**src/rtl/fracn_pkg.sv**
```systemverilog
package fracn_pkg;
  // Strobes from the control to the datapath
  typedef struct packed {
    logic apply;    // load the shadow word this edge
    logic running;  // divider has been started
  } divStrobes_t;
endpackage

```
**src/rtl/fracn_ctrl.sv**
```systemverilog
module fracn_ctrl
  import fracn_pkg::*;
#(
  parameter int WORD_W   = 15,
  parameter int MIN_WORD = 2048
) (
  input  logic              clk,
  input  logic              rst_n,
  input  logic              wrStrobe,
  input  logic [WORD_W-1:0] wrWord,
  input  logic              cpBusy,
  input  logic              periodEnd,
  output divStrobes_t       strobes,
  output logic [WORD_W-1:0] shadowWord
);
  localparam logic [WORD_W-1:0] MinWord = WORD_W'(MIN_WORD);

  logic pending;
  logic running;
  logic wrOk;
  logic applyNow;

  assign wrOk     = wrStrobe && (wrWord >= MinWord);
  // Update only between periods (or before start) and with the pump idle
  assign applyNow = pending && !cpBusy && (!running || periodEnd);

  always_ff @(posedge clk or negedge rst_n) begin
    if (!rst_n) begin
      shadowWord <= '0;
      pending    <= 1'b0;
      running    <= 1'b0;
    end else begin
      if (wrOk) begin
        shadowWord <= wrWord;
        pending    <= 1'b1;
      end else if (applyNow) begin
        pending    <= 1'b0;
      end
      if (applyNow) running <= 1'b1;
    end
  end

  assign strobes.apply   = applyNow;
  assign strobes.running = running;
endmodule

```
**src/rtl/fracn_datapath.sv**
```systemverilog
module fracn_datapath
  import fracn_pkg::*;
#(
  parameter int INT_W  = 13,
  parameter int FRAC_W = 2
) (
  input  logic                    clk,
  input  logic                    rst_n,
  input  divStrobes_t             strobes,
  input  logic [INT_W+FRAC_W-1:0] shadowWord,
  output logic                    periodEnd,
  output logic [INT_W+FRAC_W-1:0] activeWord
);
  localparam int WORD_W = INT_W + FRAC_W;
  localparam int CNT_W  = INT_W + 1;  // room for N+1 at the largest N

  logic [INT_W-1:0]  activeN;
  logic [FRAC_W-1:0] activeK;
  logic [FRAC_W-1:0] acc;
  logic [CNT_W-1:0]  cnt;

  logic [INT_W-1:0]  selN;
  logic [FRAC_W-1:0] selK;
  logic [FRAC_W-1:0] accNext;
  logic              carry;
  logic [CNT_W-1:0]  lenNext;

  assign selN = strobes.apply ? shadowWord[WORD_W-1:FRAC_W] : activeN;
  assign selK = strobes.apply ? shadowWord[FRAC_W-1:0]      : activeK;

  // Fraction accumulator: an overflow stretches the next period by one
  assign {carry, accNext} = {1'b0, acc} + {1'b0, selK};
  assign lenNext          = {1'b0, selN} + CNT_W'(carry);

  assign periodEnd = strobes.running && (cnt == CNT_W'(1));

  always_ff @(posedge clk or negedge rst_n) begin
    if (!rst_n) begin
      activeN <= '0;
      activeK <= '0;
      acc     <= '0;
      cnt     <= '0;
    end else if (strobes.apply) begin
      activeN <= selN;
      activeK <= selK;
      acc     <= accNext;
      cnt     <= lenNext;
    end else if (periodEnd) begin
      acc     <= accNext;
      cnt     <= lenNext;
    end else if (strobes.running && cnt != '0) begin
      cnt     <= cnt - CNT_W'(1);
    end
  end

  assign activeWord = {activeN, activeK};
endmodule

```
**src/rtl/fracn_divider.sv**
```systemverilog
module fracn_divider
  import fracn_pkg::*;
#(
  parameter int INT_W    = 13,
  parameter int FRAC_W   = 2,
  parameter int MIN_WORD = 2048
) (
  input  logic                    clk,
  input  logic                    rst_n,
  input  logic                    wrStrobe,
  input  logic [INT_W+FRAC_W-1:0] wrWord,
  input  logic                    cpBusy,
  input  logic                    testEn,
  output logic                    divPulse,
  output logic                    monOut
);
  localparam int WORD_W = INT_W + FRAC_W;

  divStrobes_t       strobes;
  logic [WORD_W-1:0] shadowWord;
  logic [WORD_W-1:0] activeWord;
  logic              periodEnd;

  fracn_ctrl #(.WORD_W(WORD_W), .MIN_WORD(MIN_WORD)) u_ctrl (
    .clk        (clk),
    .rst_n      (rst_n),
    .wrStrobe   (wrStrobe),
    .wrWord     (wrWord),
    .cpBusy     (cpBusy),
    .periodEnd  (periodEnd),
    .strobes    (strobes),
    .shadowWord (shadowWord)
  );

  fracn_datapath #(.INT_W(INT_W), .FRAC_W(FRAC_W)) u_dp (
    .clk        (clk),
    .rst_n      (rst_n),
    .strobes    (strobes),
    .shadowWord (shadowWord),
    .periodEnd  (periodEnd),
    .activeWord (activeWord)
  );

  assign divPulse = periodEnd;
  assign monOut   = testEn & periodEnd;
endmodule

```
**config.mk**
```make
export PLATFORM = sky130hd
export DESIGN_NAME = fracn_divider
export DESIGN_NICKNAME = d
export VERILOG_FILES = /design/src/rtl/fracn_pkg.sv /design/src/rtl/fracn_ctrl.sv /design/src/rtl/fracn_datapath.sv /design/src/rtl/fracn_divider.sv
export SDC_FILE = /design/constraint.sdc
export NUM_CORES = 1
export LEC_CHECK = 0
export ABC_AREA = 0
export BUFFER_PORTS_ARGS = -buffer_cell sky130_fd_sc_hd__buf_4
export CORE_MARGIN = 1
export CORE_UTILIZATION = 35
export DETAILED_ROUTE_END_ITERATION = 16
export PLACE_DENSITY = 0.6
export SETUP_SLACK_MARGIN = 0.02
export SLEW_MARGIN = 5
export SYNTH_ARGS = -nofsm -noshare
export SYNTH_HDL_FRONTEND = slang
export SYNTH_SLANG_ARGS = --single-unit
```
**constraint.sdc**
```tcl
create_clock -name clk -period 7.1 [get_ports clk]
set_input_delay 0.71 -clock clk [delete_from_list [all_inputs] [get_ports clk]]
set_output_delay 0.71 -clock clk [all_outputs]
set_load 0.01 [all_outputs]
```
======== Word-level counts from Yosys, hierarchy flattened ========
Cells that the tools add are included.
storage, ports and cells
  register bits after elaboration ......... 48
  bits in latches ......................... 0
  RAM bits ................................ 0
  bits in read-only memories .............. 0
  input bits .............................. 20
  output and inout port bits .............. 2
  memories ................................ 0
cells by class
  add/subtract/negate cells ............... 3
  $mul .................................... 0
  divide/modulo/power cells ............... 0
  $lt $le $gt $ge ......................... 1
  equality and inequality tests ........... 1
  shifts and indexed selects .............. 0
  mux-type cells .......................... 9
  bitwise operators ....................... 1
  reduce and logical (&&, ||, !) cells .... 12
operators by type and width
  cell                                                   count
  two-way mux 14 bit                                     3
  >= comparator 15 x 12 -> 1 bit, second input constant  1
  adder 13 x 1 -> 14 bit                                 1
  == test 14 x 1 -> 1 bit, second input constant         1
  nonzero test 14 bit                                    1
  subtractor 14 x 1 -> 14 bit, second input constant     1
  two-way mux 13 bit                                     1
  two-way mux 2 bit                                      3
  logical AND 1 bit                                      5
  nonzero test 2 bit                                     2
  adder 2 x 2 -> 3 bit                                   1
  nonzero test 3 bit                                     1
  zero test 1 bit                                        2
  two-way mux 1 bit                                      2
  AND 1 bit                                              1
  logical OR 1 bit                                       1

======== Longest topological paths before layout ========
  depth in word-level cells ............... 9
  depth in mapped cells ................... 21
  mapped depth without buffers ............ 18

======== By module ========
A second synthesis with hierarchy kept.
second synthesis, totals
  cell total of the unflattened synthesis .. 238
  area total of the unflattened synthesis .. 2606.2 um2
by module, submodules not included
  module          times used  cells each  area an instance (um2)
  fracn_datapath  1           189         1905.6
  fracn_ctrl      1           48          694.4
  fracn_divider   1           1           6.3

======== Least setup slack after synthesis ========
No wires, ideal clock.
  kind .................................... input port to flip-flop
  start point ............................. input port cpBusy
  end point ............................... register u_dp.cnt[10]
  setup time .............................. 94 ps
  arrival ................................. 3366 ps
  data required time ...................... 7006 ps
  setup slack ............................. 3640 ps
  stages .................................. 19
  buffers on the path ..................... 3
  path through ............................ nor3b_1 -> and4_1 -> buf_4 -> nor2_4 -> buf_2 -> nand2_1 -> nand2_1 -> ha_1 -> inv_1 -> fa_1 -> inv_1 -> ha_1 -> ha_1 -> clkbuf_1 -> nand3_1 -> nor3_1 -> xor2_1 -> nor2_1 -> a221oi_2
on the way
  cells in the longest elaborated chain, start to end .. 8
RTL lines
  element                           RTL line              text
  start, declared                   fracn_divider.sv:12   input logic cpBusy,
  zero test 1 bit *                 fracn_ctrl.sv:25      assign applyNow = pending && !cpBusy && (!running || periodEnd);
  logical AND 1 bit * (2 in a row)  fracn_ctrl.sv:25
  two-way mux 2 bit *               fracn_datapath.sv:29  assign selK = strobes.apply ? shadowWord[FRAC_W-1:0] : activeK;
  via u_dp.selK[0]                  fracn_datapath.sv:23  logic [FRAC_W-1:0] selK;
  adder 2 x 2 -> 3 bit *            fracn_datapath.sv:32  assign {carry, accNext} = {1'b0, acc} + {1'b0, selK};
  adder 13 x 1 -> 14 bit *          fracn_datapath.sv:33  assign lenNext = {1'b0, selN} + CNT_W'(carry);
  two-way mux 14 bit                fracn_datapath.sv:48  end else if (periodEnd) begin
  two-way mux 14 bit *              fracn_datapath.sv:43  end else if (strobes.apply) begin
  end signal, assigned              fracn_datapath.sv:47  cnt <= lenNext;
  end signal, assigned              fracn_datapath.sv:50  cnt <= lenNext;
  end signal, assigned              fracn_datapath.sv:52  cnt <= cnt - CNT_W'(1);
  end, declared                     fracn_datapath.sv:20  logic [CNT_W-1:0] cnt;
The timed path passes the listed nets; every way through them passes the cells marked *.
A chain may end at the register's enable or synchronous reset.

======== Final worst setup path ========
  start point ............................. register u_dp.cnt[1]
  end point ............................... register u_dp.cnt[10]
on the way
  cells in the longest elaborated chain, start to end .. 9
RTL lines
  element                    RTL line              text
  == test 14 x 1 -> 1 bit *  fracn_datapath.sv:35  assign periodEnd = strobes.running && (cnt == CNT_W'(1));
  logical AND 1 bit *        fracn_datapath.sv:35
  logical OR 1 bit *         fracn_ctrl.sv:25
  logical AND 1 bit *        fracn_ctrl.sv:25
  two-way mux 2 bit *        fracn_datapath.sv:29
  via u_dp.selK[0]           fracn_datapath.sv:23
  adder 2 x 2 -> 3 bit *     fracn_datapath.sv:32
  adder 13 x 1 -> 14 bit *   fracn_datapath.sv:33
  two-way mux 14 bit         fracn_datapath.sv:48
  two-way mux 14 bit *       fracn_datapath.sv:43
The timed path passes the listed nets; every way through them passes the cells marked *. The select of a mux whose other input is x is not followed.

==> results_dict.tcl <==
set metrics [dict create \
    vias 2156 \
    io_pins 22 \
    synth_top_family_by_area "simple AND/OR/NAND/NOR gates" \
    criticalPathCategory "reg2reg" \
    synth_ff_type "dfrtp_1" \
    rows 32 \
    postCtsSetupBuffers 0 \
    setup-tns-final_ns 0 \
    regArea_mm2 0.00120 \
    coreArea_mm2 0.00781 \
    status "complete, no violations" \
    start_util_pct 36.6 \
    power.total_uw 927 \
    cts_buffers 5 \
    routed_via_density 5.13 \
    period_needed_ns 4.44 \
    syn_to_final_growth_pct 12.8 \
    skew_ns 0.00765 \
    synth_top_area_cell "dfrtp_1" \
    die_w_um 92.4 \
    grt.overflow.total 0 \
    hold_viol 0 \
    die-area_mm2 0.00853 \
    syn-num-nets 326 \
    r2r_setup_slack_ns 2.66 \
    synth_xor_area_share_pct 9.19 \
    syn_area_per_cell_um2 9.56 \
    grt_pass1_wl_um 10200 \
    synth_edf_count 0 \
    diodes 0 \
    cts_hold_buf 0 \
    end_kind "flop" \
    root_buffer "clkbuf_8" \
    gp_congestion 0.819 \
    drt_pre_antenna_iters 4 \
    netlist_instances 299 \
    path_max_fanout 16 \
    drive_gt1_share_pct 15.1 \
    period_share_pct 62.5 \
    grt.total_usage_pct 15.3 \
    synth_area_mm2 0.00286 \
    cts_resized 0 \
    drv_slew 0 \
    cts.sinks 48 \
    ys_ff_latch 48 \
    cap_violations 0 \
    worstPathRequired_ns 7.30 \
    yosys_warnings 0 \
    place_hpwl_um 4520 \
    rsz0062_at_grt "no" \
    drt-initial-drc-count 99 \
    drt-total-wl_um 6030 \
    synthMuxAreaShare_pct 8.19 \
    fmax_mhz 225 \
    rr_worst_depth 18 \
    cp-start-kind "flop" \
    max_slew_margin_pct 27.6 \
    hold_ws_ns 0.412 \
    multi_input_area_mm2 0.00158 \
    antenna_left 0 \
    synth_fa_ha_area_share_pct 3.33 \
    worstReg2RegStart "u_dp.cnt[1]" \
    r2r_end "u_dp.cnt[10]" \
    yosysMostFrequentCell "nand2_1" \
    clock_latency_ns 0.30 \
    die_height_um 92.4 \
    nFillCells 790 \
    wire_per_inst_um 14.3 \
    antenna_found_initial 0 \
    fin_nets 344 \
    route.detailed.drc 0 \
    cp.arrival_ns 4.64 \
    p_per_area_mw_per_mm2 288 \
    synth_top_area_share_pct 42.0 \
    synthTopCellsByArea "dfrtp_1, nand2_1, xor2_1, xnor2_1, mux2i_1" \
    synth_compound_area_share_pct 7.49 \
    vdd.ir_drop.worst_mv 0.0928 \
    cp-endpoint "u_dp.cnt[10]" \
    io_buffer_count 21 \
    grt_start_max_net_pins 49 \
    hold_path_class "in2async" \
    worstMarginPinSlew_ns 1.08 \
    synth_simple_gate_area_share_pct 26.8 \
    cts_tree "done" \
    cts-htree-levels 2 \
    p_leak_uw 0.00146 \
    setup_viol 0 \
    clk_path_buf_depth 2 \
    worstSetupStartpoint "u_dp.cnt[1]" \
    yosysSeqAreaShare_pct 42.0 \
    synth_common_cells "nand2_1, dfrtp_1, nor2_1, xor2_1, xnor2_1" \
    clk_pin_slew_ns 0.08 \
    yosys.cell_types.count 48 \
    async_flop_share_pct 100 \
    grt_pass1_vias 2082 \
]
cells in the final DEF (no fill, tap or decap), types with 2 or more instances in the layout:
cell | Yosys | routed
nand2_1 | 69 | 69
dfrtp_1 | 48 | 48
buf_4 | 3 | 21
nor2_1 | 16 | 16
xor2_1 | 16 | 16
xnor2_1 | 14 | 14
nand4_1 | 13 | 13
nand3_1 | 13 | 13
mux2i_1 | 11 | 11
inv_1 | 9 | 9
nor3_1 | 8 | 8
mux2_2 | 7 | 7
ha_1 | 6 | 6
clkbuf_8 | 0 | 6
and2_1 | 4 | 4
mux2_1 | 4 | 4
a221oi_2 | 4 | 4
o21ai_1 | 4 | 4
a31oi_1 | 4 | 4
and4_1 | 3 | 3
nand3b_1 | 3 | 3
nand4b_1 | 3 | 3
and3_1 | 3 | 3
nor4_4 | 2 | 2
nor3b_1 | 2 | 2
a21oi_1 | 2 | 2
cell families after synthesis:
| kind of cell | after synthesis |
|---|---|
| flops | 48 |
| simple gates | 148 |
| buf+inv | 19 |
| mux | 22 |
| fa+ha+maj | 7 |
| xor+xnor | 30 |
| compound gates | 25 |
how the worst min path moves through the flow:
stage	start	slack, ns	end	depth (start not counted)
global placement	u_dp.activeN[0]	0.45	u_dp.activeN[0]	2
finish	rst_n	0.41	u_ctrl.running	1
global route	rst_n	0.45	u_ctrl.shadowWord[7]	1
floorplan	rst_n	0.41	u_ctrl.pending	0
detailed placement	u_dp.activeK[0]	0.47	u_dp.activeK[0]	2
CTS	rst_n	0.43	u_dp.activeN[5]	1
power by group:
part | total, µW | internal (µW) | switching (µW)
clock network | 204 | 115 | 89.2
registers | 455 | 350 | 105
logic | 268 | 137 | 131
registers in the layout (all words and copies together) (netlist names):
| register | flops |
|---|---|
| u_ctrl.pending | 1 |
| u_dp.cnt | 14 |
| u_ctrl.running | 1 |
| u_dp.activeN | 13 |
| u_dp.activeK | 2 |
| u_ctrl.shadowWord | 15 |
| u_dp.acc | 2 |
critical path, cell delays in order (launching register included):
cell and delay, ns:
dfrtp_1 0.43, inv_1 0.11, ha_1 0.16, nor4b_1 0.29
and4_1 0.44, nand2b_1 0.60, nand2_1 0.15, nand2_1 0.09
ha_1 0.14, inv_1 0.05, fa_1 0.34, inv_1 0.06
ha_1 0.29, ha_1 0.36, nand3_1 0.17, nor3_1 0.24
xor2_1 0.17, nor2_1 0.06, a221oi_2 0.19
layer usage:
metal | track usage, % | vias up | share of wire, %
li1 | - | 1079 | -
met1 | 21.6 | 1035 | 50
met2 | 23.8 | 36 | 46
met3 | 2.79 | 6 | 2.6
met4 | 4.43 | 0 | 1.1
met5 | 0 | - | 0
cell type report:
| cell class | instances | share of cell area, % |
|---|---|---|
| Multi-Input combinational cell | 232 | 49.1 |
| Sequential cell | 48 | 37.3 |
| Timing Repair Buffer | 21 | 4.89 |
| Tap cell | 102 | 3.96 |
| Clock buffer | 6 | 2.56 |
| Clock inverter | 2 | 1.20 |
| Inverter | 9 | 1.05 |
per-stage QoR:
stage | area, µm² | setup WS [ns] | std cells | utilization, %
final | 3220 | 2.66 | 420 | 41.3
after global routing | 3220 | 2.24 | 420 | 41.3
after CTS | 3220 | 2.68 | 420 | 41.3
after detailed placement | 3100 | 2.71 | 412 | 39.7
after global placement | 3100 | 2.79 | 412 | 39.7
after floorplan | 2860 | 3.64 | 299 | -
Note: power is estimated with default switching activity, not from simulation.
